===== src/rtl/refsched_pkg.sv =====
package refsched_pkg;

  typedef enum logic [2:0] {
    RS_IDLE  = 3'd0,
    RS_PRE   = 3'd1,
    RS_PWAIT = 3'd2,
    RS_REF   = 3'd3,
    RS_RWAIT = 3'd4
  } rs_state_e;

endpackage


===== src/rtl/refsched_timer.sv =====
module refsched_timer #(
  parameter int CNT_W = 16
) (
  input  logic             clk,
  input  logic             rst_n,
  input  logic             intv_load,
  input  logic [CNT_W-1:0] intv_value,
  output logic             tick
);

  localparam logic [CNT_W-1:0] ONE = CNT_W'(1);

  logic [CNT_W-1:0] intv_q, intv_n;
  logic [CNT_W-1:0] tmr_q, tmr_n;
  logic             run;

  assign run  = (intv_q != '0);
  assign tick = run && (tmr_q <= ONE) && !intv_load;

  always_comb begin
    intv_n = intv_q;
    tmr_n  = tmr_q;
    if (intv_load) begin
      intv_n = intv_value;
      tmr_n  = intv_value;
    end else if (run) begin
      if (tmr_q <= ONE) tmr_n = intv_q;
      else              tmr_n = tmr_q - ONE;
    end
  end

  always_ff @(posedge clk or negedge rst_n) begin
    if (!rst_n) begin
      intv_q <= '0;
      tmr_q  <= '0;
    end else begin
      intv_q <= intv_n;
      tmr_q  <= tmr_n;
    end
  end

endmodule


===== src/rtl/refsched_backlog.sv =====
module refsched_backlog #(
  parameter int PEND_W = 3
) (
  input  logic              clk,
  input  logic              rst_n,
  input  logic              tick,
  input  logic              take,
  output logic [PEND_W-1:0] owed
);

  localparam logic [PEND_W-1:0] FULL = {PEND_W{1'b1}};
  localparam logic [PEND_W-1:0] ONE  = PEND_W'(1);

  logic [PEND_W-1:0] cnt_q, cnt_n;
  logic              upd;

  always_comb begin
    cnt_n = cnt_q;
    unique case ({tick, take})
      2'b10:   cnt_n = (cnt_q == FULL) ? cnt_q : cnt_q + ONE;
      2'b01:   cnt_n = cnt_q - ONE;
      default: cnt_n = cnt_q;
    endcase
  end

  assign upd = tick ^ take;

  always_ff @(posedge clk or negedge rst_n) begin
    if (!rst_n)   cnt_q <= '0;
    else if (upd) cnt_q <= cnt_n;
  end

  assign owed = cnt_q;

endmodule


===== src/rtl/refsched_seq.sv =====
module refsched_seq
  import refsched_pkg::*;
#(
  parameter int TIM_W = 4
) (
  input  logic             clk,
  input  logic             rst_n,
  input  logic             owed_nz,
  input  logic             access_busy,
  input  logic             rows_open,
  input  logic [TIM_W-1:0] trp_cfg,
  input  logic [TIM_W-1:0] trc_cfg,
  output logic             take,
  output logic             active,
  output logic             cmd_pre_all,
  output logic             cmd_refresh,
  output logic             done
);

  localparam logic [TIM_W-1:0] ONE = TIM_W'(1);
  localparam logic [TIM_W-1:0] TWO = TIM_W'(2);

  rs_state_e        st_q, st_n;
  logic [TIM_W-1:0] wait_q, wait_n;
  logic             done_q, done_n;

  always_comb begin
    st_n   = st_q;
    wait_n = wait_q;
    take   = 1'b0;
    done_n = 1'b0;
    unique case (st_q)
      RS_IDLE: begin
        if (owed_nz && !access_busy) begin
          take = 1'b1;
          st_n = rows_open ? RS_PRE : RS_REF;
        end
      end
      RS_PRE: begin
        if (trp_cfg <= ONE) st_n = RS_REF;
        else begin
          st_n   = RS_PWAIT;
          wait_n = trp_cfg - TWO;
        end
      end
      RS_PWAIT: begin
        if (wait_q == '0) st_n = RS_REF;
        else              wait_n = wait_q - ONE;
      end
      RS_REF: begin
        if (trc_cfg <= ONE) begin
          st_n   = RS_IDLE;
          done_n = 1'b1;
        end else begin
          st_n   = RS_RWAIT;
          wait_n = trc_cfg - TWO;
        end
      end
      RS_RWAIT: begin
        if (wait_q == '0) begin
          st_n   = RS_IDLE;
          done_n = 1'b1;
        end else begin
          wait_n = wait_q - ONE;
        end
      end
      default: st_n = RS_IDLE;
    endcase
  end

  always_ff @(posedge clk or negedge rst_n) begin
    if (!rst_n) begin
      st_q   <= RS_IDLE;
      wait_q <= '0;
      done_q <= 1'b0;
    end else begin
      st_q   <= st_n;
      wait_q <= wait_n;
      done_q <= done_n;
    end
  end

  assign active      = (st_q != RS_IDLE);
  assign cmd_pre_all = (st_q == RS_PRE);
  assign cmd_refresh = (st_q == RS_REF);
  assign done        = done_q;

endmodule


===== src/rtl/sdr_refresh_sched.sv =====
module sdr_refresh_sched #(
  parameter int CNT_W  = 16,
  parameter int TIM_W  = 4,
  parameter int PEND_W = 3
) (
  input  logic              clk,
  input  logic              rst_n,
  input  logic              intv_load,
  input  logic [CNT_W-1:0]  intv_value,
  input  logic [TIM_W-1:0]  trp_cfg,
  input  logic [TIM_W-1:0]  trc_cfg,
  input  logic              access_busy,
  input  logic              rows_open,
  output logic              stall,
  output logic              cmd_pre_all,
  output logic              cmd_refresh,
  output logic              rows_invalidate,
  output logic [PEND_W-1:0] owed
);

  logic tick;
  logic take;
  logic seq_active;

  refsched_timer #(.CNT_W(CNT_W)) u_timer (
    .clk        (clk),
    .rst_n      (rst_n),
    .intv_load  (intv_load),
    .intv_value (intv_value),
    .tick       (tick)
  );

  refsched_backlog #(.PEND_W(PEND_W)) u_backlog (
    .clk   (clk),
    .rst_n (rst_n),
    .tick  (tick),
    .take  (take),
    .owed  (owed)
  );

  refsched_seq #(.TIM_W(TIM_W)) u_seq (
    .clk         (clk),
    .rst_n       (rst_n),
    .owed_nz     (owed != '0),
    .access_busy (access_busy),
    .rows_open   (rows_open),
    .trp_cfg     (trp_cfg),
    .trc_cfg     (trc_cfg),
    .take        (take),
    .active      (seq_active),
    .cmd_pre_all (cmd_pre_all),
    .cmd_refresh (cmd_refresh),
    .done        (rows_invalidate)
  );

  assign stall = (owed != '0) || seq_active;

endmodule


===== config.mk =====
export PLATFORM = sky130hd
export DESIGN_NAME = sdr_refresh_sched
export DESIGN_NICKNAME = d
export VERILOG_FILES = /design/src/rtl/refsched_pkg.sv /design/src/rtl/refsched_timer.sv /design/src/rtl/refsched_backlog.sv /design/src/rtl/refsched_seq.sv /design/src/rtl/sdr_refresh_sched.sv
export SDC_FILE = /design/constraint.sdc
export NUM_CORES = 1
export LEC_CHECK = 0
export ABC_AREA = 1
export BUFFER_PORTS_ARGS = -buffer_cell sky130_fd_sc_hd__buf_2
export CORE_MARGIN = 2
export CORE_UTILIZATION = 59
export DETAILED_ROUTE_END_ITERATION = 7
export GPL_TIMING_DRIVEN = 0
export PLACE_DENSITY = 0.81
export SYNTH_ARGS = -nofsm -noshare
export SYNTH_HDL_FRONTEND = slang
export SYNTH_HIERARCHICAL = 1
export SYNTH_SLANG_ARGS = --single-unit

===== constraint.sdc =====
create_clock -name clk -period 2.9 [get_ports clk]
set_input_delay 0.29 -clock clk [delete_from_list [all_inputs] [get_ports clk]]
set_output_delay 0.29 -clock clk [all_outputs]
set_load 0.005 [all_outputs]

======== Word-level counts from Yosys, hierarchy flattened ========
Index checks and enable logic that the tools add are counted.
cells by class
  $add $sub $neg .......................... 6
  order comparisons ....................... 3
  eq/ne operators ......................... 14
  muxes and demuxes ....................... 21
  bitwise gates (word level) .............. 1
  reductions and logical operators ........ 18
operators with widths
  operator                 count
  $mux W16                 3
  $le A16 B1 Y1 const B    1
  $reduce_bool A16 Y1      1
  $sub A16 B1 Y16 const B  1
  $mux W3                  5
  $pmux W3 S5              1
  $mux W4                  3
  $pmux W4 S3              1
  $reduce_bool A3 Y1       3
  $le A4 B1 Y1 const B     2
  $ne A2 B2 Y1 const B     4
  $sub A4 B2 Y4 const B    2
  $eq A3 B2 Y1 const B     2
  $eq A3 B3 Y1 const B     2
  $ne A2 B1 Y1 const B     3
  $pmux W3 S2              1
  $reduce_and A3 Y1        2
  $mux W1                  5
  $logic_not A4 Y1         1
  $reduce_and A4 Y1        1
  $reduce_bool A2 Y1       2
  $sub A4 B1 Y4 const B    1
  $add A3 B1 Y3 const B    1
  $eq A3 B1 Y1 const B     1
  11 further kinds         14
storage, ports and cells
  flip-flop bits (word level) ............. 43
  bits of input ports ..................... 29

======== Depth between registers and ports, before layout ========
  depth after elaboration ................. 7
  gate-level depth with buffers ........... 16
  depth with buffers taken out ............ 15

======== Cells and area by module ========
The synthesis kept the hierarchy.
modules (own cells, without submodules)
  module             times used  cells each  area each (um2)
  refsched_timer     1           323         2143.3
  refsched_seq       1           94          671.9
  refsched_backlog   1           27          202.7
  sdr_refresh_sched  1           5           22.5

======== Worst setup path before layout ========
Ideal clock, no wire load.
  path type ............................... reg2reg
  start ................................... register u_timer.tmr_q[0]
  end ..................................... register u_backlog.cnt_q[1] (netlist: u_backlog/owed[1])
  arrival ................................. 2219 ps
  path slack .............................. 605 ps
  stages on the path, launching flop included .. 16
  path buffers ............................ 1
  clock period less this slack ............ 2295 ps
  cell sequence ........................... dfrtp_1 inv_1 ha_1 inv_1 nand2_1 nand2_1 nor2_4 nand3_4 buf_6 nor3b_1 inv_1 nand2_1 fa_1 inv_1 nand2_1 o21ai_1
between the ends
  word-level cells in the longest chain between the ends .. 6
ends and longest elaborated chain
  element                                                              line                     RTL
  start: declaration                                                   refsched_timer.sv:14     logic [CNT_W-1:0] tmr_q, tmr_n;
  start signal: assignment                                             refsched_timer.sv:38     tmr_q <= tmr_n;
  $le A16 B1 Y1 *                                                      refsched_timer.sv:18     assign tick = run && (tmr_q <= ONE) && !intv_load;
  $logic_and A1 B1 Y1 * (2 in a row)                                   refsched_timer.sv:18
  via tick                                                             sdr_refresh_sched.sv:21  logic tick;
  $eq A2 B2 Y1 or $eq A2 B1 Y1 (tied branches)                         refsched_backlog.sv:19   unique case ({tick, take})
  $ne A2 B2 Y1 (no source line) or $reduce_bool A2 Y1 (tied branches)  n/a
  $reduce_and A3 Y1 (no source line)                                   n/a
  end signal: assignment                                               refsched_backlog.sv:30   else if (upd) cnt_q <= cnt_n;
  end: declaration                                                     refsched_backlog.sv:14   logic [PEND_W-1:0] cnt_q, cnt_n;
The timed path passes the listed nets; every way through them passes the cells marked *.
A chain may end at the register's enable or synchronous reset.

======== Worst setup path in the final report ========
Ends and elaborated chain as after synthesis.

==> flow_summary.ini <==
[die]
ios = 36
dieArea_mm2 = 0.00574
core.rowCount = 26
core_area_mm2 = 0.00504
start_util_pct = 60.3
fp.dieH_um = 75.8
die_x_um = 75.8

[yosys]
synth_top_area_cell = dfrtp_1
syn_avg_cell_area_um2 = 6.77
synth_cell_types = 35
synth_seq_cells = 43
synth_most_common_cell = nand2_1
synth_top_area_share_pct = 35.4
syn_nets = 484
ys_seq_area_share_pct = 35.4
synth-main-ff-cell = dfrtp_1
synthTopCellsByArea = dfrtp_1 35%, nand2_1 20%, inv_1 6.8%
yosys-top-cells-count = 162 x nand2_1, 55 x inv_1, 55 x nor2_1
netlist_instances = 449
yosysWarningCount = 6
synth_edf_count = 0
syn_area_mm2 = 0.00304
synthArstFlopShare_pct = 100

[clock_network]
cts.sinks = 43
clkTransAtPathRegs_ps = 90
cts_tree = yes
postCtsSetupBuffers = 0
cts_root_buf = clkbuf_8
ctsLongestPathBuffers = 2
clkLatencyLatePin_ps = 300
ctsHoldBuffers = 0
cts_resized = 0
cts-htree-levels = 2
cts_buffers = 5

[grt]
antenna_found_initial = 0
grt_pass1_wl_mm = 11.5
grt_usage_pct = 26.3
grt_pass1_vias = 2674
grt_max_degree = 44
grt-ovfl-total = 0

[detailed_routing]
routed_wl_mm = 7.04
drt_iter0_markers = 142
ant_nets = 0
post_drt_wl_per_cell_um = 12.5
viasPerCell = 5.12
vias = 2878
drtPass1Iterations = 4
route.detailed.drc = 0

[power_and_ir_drop]
max-vdd-ir-drop_v = 0.000502
p_leak_nw = 1.85
powerDensity_mw_per_mm2 = 653

[place]
place.gp.congestion = 0.990
dp_hpwl_mm = 5.35
dpl.cell_count = 554
io_buffers = 35
dpl_worst_slack_ps = 148

[sta]
min_period_ps = 2670
fin_ws_ps = 225
whs_ps = 141
slew_viol_final = 0
setup_tns_ps = 0
fin_skew_ps = 6.27
hold_viol_final = 0
setup_viol = 0
fmax_mhz = 374
tightest_slew_ps = 997
rsz0062_at_grt = no
relSlewSlack_pct = 33.6
fin_crit_sh_pct = 92.2

[critical_path]
crit_type = reg -> reg
worst_r2r_startpoint = u_timer/tmr_q[0]
required_ps = 3130
startpoint = u_timer/tmr_q[0]
crit_path_max_fanout = 10
cp.arrival_ps = 2910
start_kind = flip-flop
setup.worst_path.end_class = flip-flop

[cells_and_area]
utilization_pct = 67.4
num_antenna_cells = 0
drive_gt1_share_pct = 18.9
area_delta_synth_final_pct = 11.9
layout.nets = 526
stdcell_count = 562

[job]
drv_cap = 0

[outcome]
status = complete, no violations

[worst_hold_path]
min_path_type = in -> async
[where the power goes]
group	leakage [nW]	switching (mW)	internal, mW	total [mW]
Clock	0.0408	0.223	0.172	0.395
Sequential	0.526	0.146	0.719	0.865
Combinational	1.28	0.593	0.366	0.960
Total	1.85	0.963	1.26	2.22
[path summary, 6_finish.rpt]
| kind | to | slack, ps | depth (start not counted) |
|---|---|---|---|
| setup / recovery | u_backlog/owed[1] | 230 | 15 |
| min in group clk | u_timer/intv_q[6] | 210 | 3 |
| setup reg to reg | u_backlog/owed[1] | 230 | 15 |
| hold / removal | u_timer/intv_q[12] | 140 | 1 |
| max in group asynchronous | u_timer/intv_q[14] | 2130 | 1 |
| hold reg to reg | u_seq/wait_q[0] | 490 | 2 |
[worst max-delay path, cell delays in order (launching register included)]
cell and delay (ps):
dfrtp_1 430, inv_1 140, ha_1 250, inv_1 60, nand2_1 50, nand2_1 80, nor2_4 120, nand3_4 160
buf_6 210, nor3b_2 200, inv_1 110, nand2_1 160, fa_1 430, inv_1 70, nand2_1 60, o21ai_1 70
[metrics by stage]
stage,instance area [um2],power [mW]
global placement,3300,1.79
global route,3400,2.41
CTS,3400,2.22
finish,3400,2.22
detailed placement,3300,1.83
floorplan,3040,1.60
[registers in the layout, indices dropped and copies added, names as in the netlist]
name and flops:
u_backlog/owed 3, u_seq/st_q 3, u_seq/wait_q 4, u_timer/tmr_q 16, u_seq/done 1, u_timer/intv_q 16
[metal layers]
metal / track usage (%) / up-vias / part of all wire, %
li1: - / 1477 / -
met1: 32.4 / 1327 / 44
met2: 45.9 / 63 / 50
met3: 4.89 / 11 / 4.1
met4: 8.97 / 0 / 1.7
met5: 0 / - / 0
[cells by family after synthesis]
logic type / Yosys count / synth area share, %
multiplexers: 1 / 0.329
buffers and inverters: 67 / 8.89
AO/OA/AOI/OAI: 34 / 6.75
AND/OR/NAND/NOR: 293 / 44.5
XOR/XNOR: 5 / 1.44
flip-flops: 43 / 35.4
adder cells (fa/ha/maj): 6 / 2.72
[cell usage in the layout, fill, tap and decap left out, types with 3 or more instances in the layout]
master	instances
a21oi_2	4
nand3b_1	6
nand3_2	8
nand2_1	162
dfrtp_1	43
nand4_1	3
nand2_2	5
xor2_1	3
a21oi_1	3
nand2_4	4
nand3_1	30
clkbuf_8	5
nor2_1	55
ha_1	5
inv_1	55
o21ai_0	20
nor2_2	9
nor2_4	6
buf_2	39
[area by class of cell]
| class | count | area, um2 |
|---|---|---|
| Buffer | 9 | 50.0 |
| Timing Repair Buffer | 35 | 175 |
| Tap cell | 70 | 87.6 |
| Clock buffer | 5 | 68.8 |
| Inverter | 58 | 220 |
| Fill cell | 456 | 1640 |
| Clock inverter | 3 | 23.8 |
| Sequential cell | 43 | 1080 |
| Multi-Input combinational cell | 339 | 1700 |
Power figures use the tool's default switching activity.
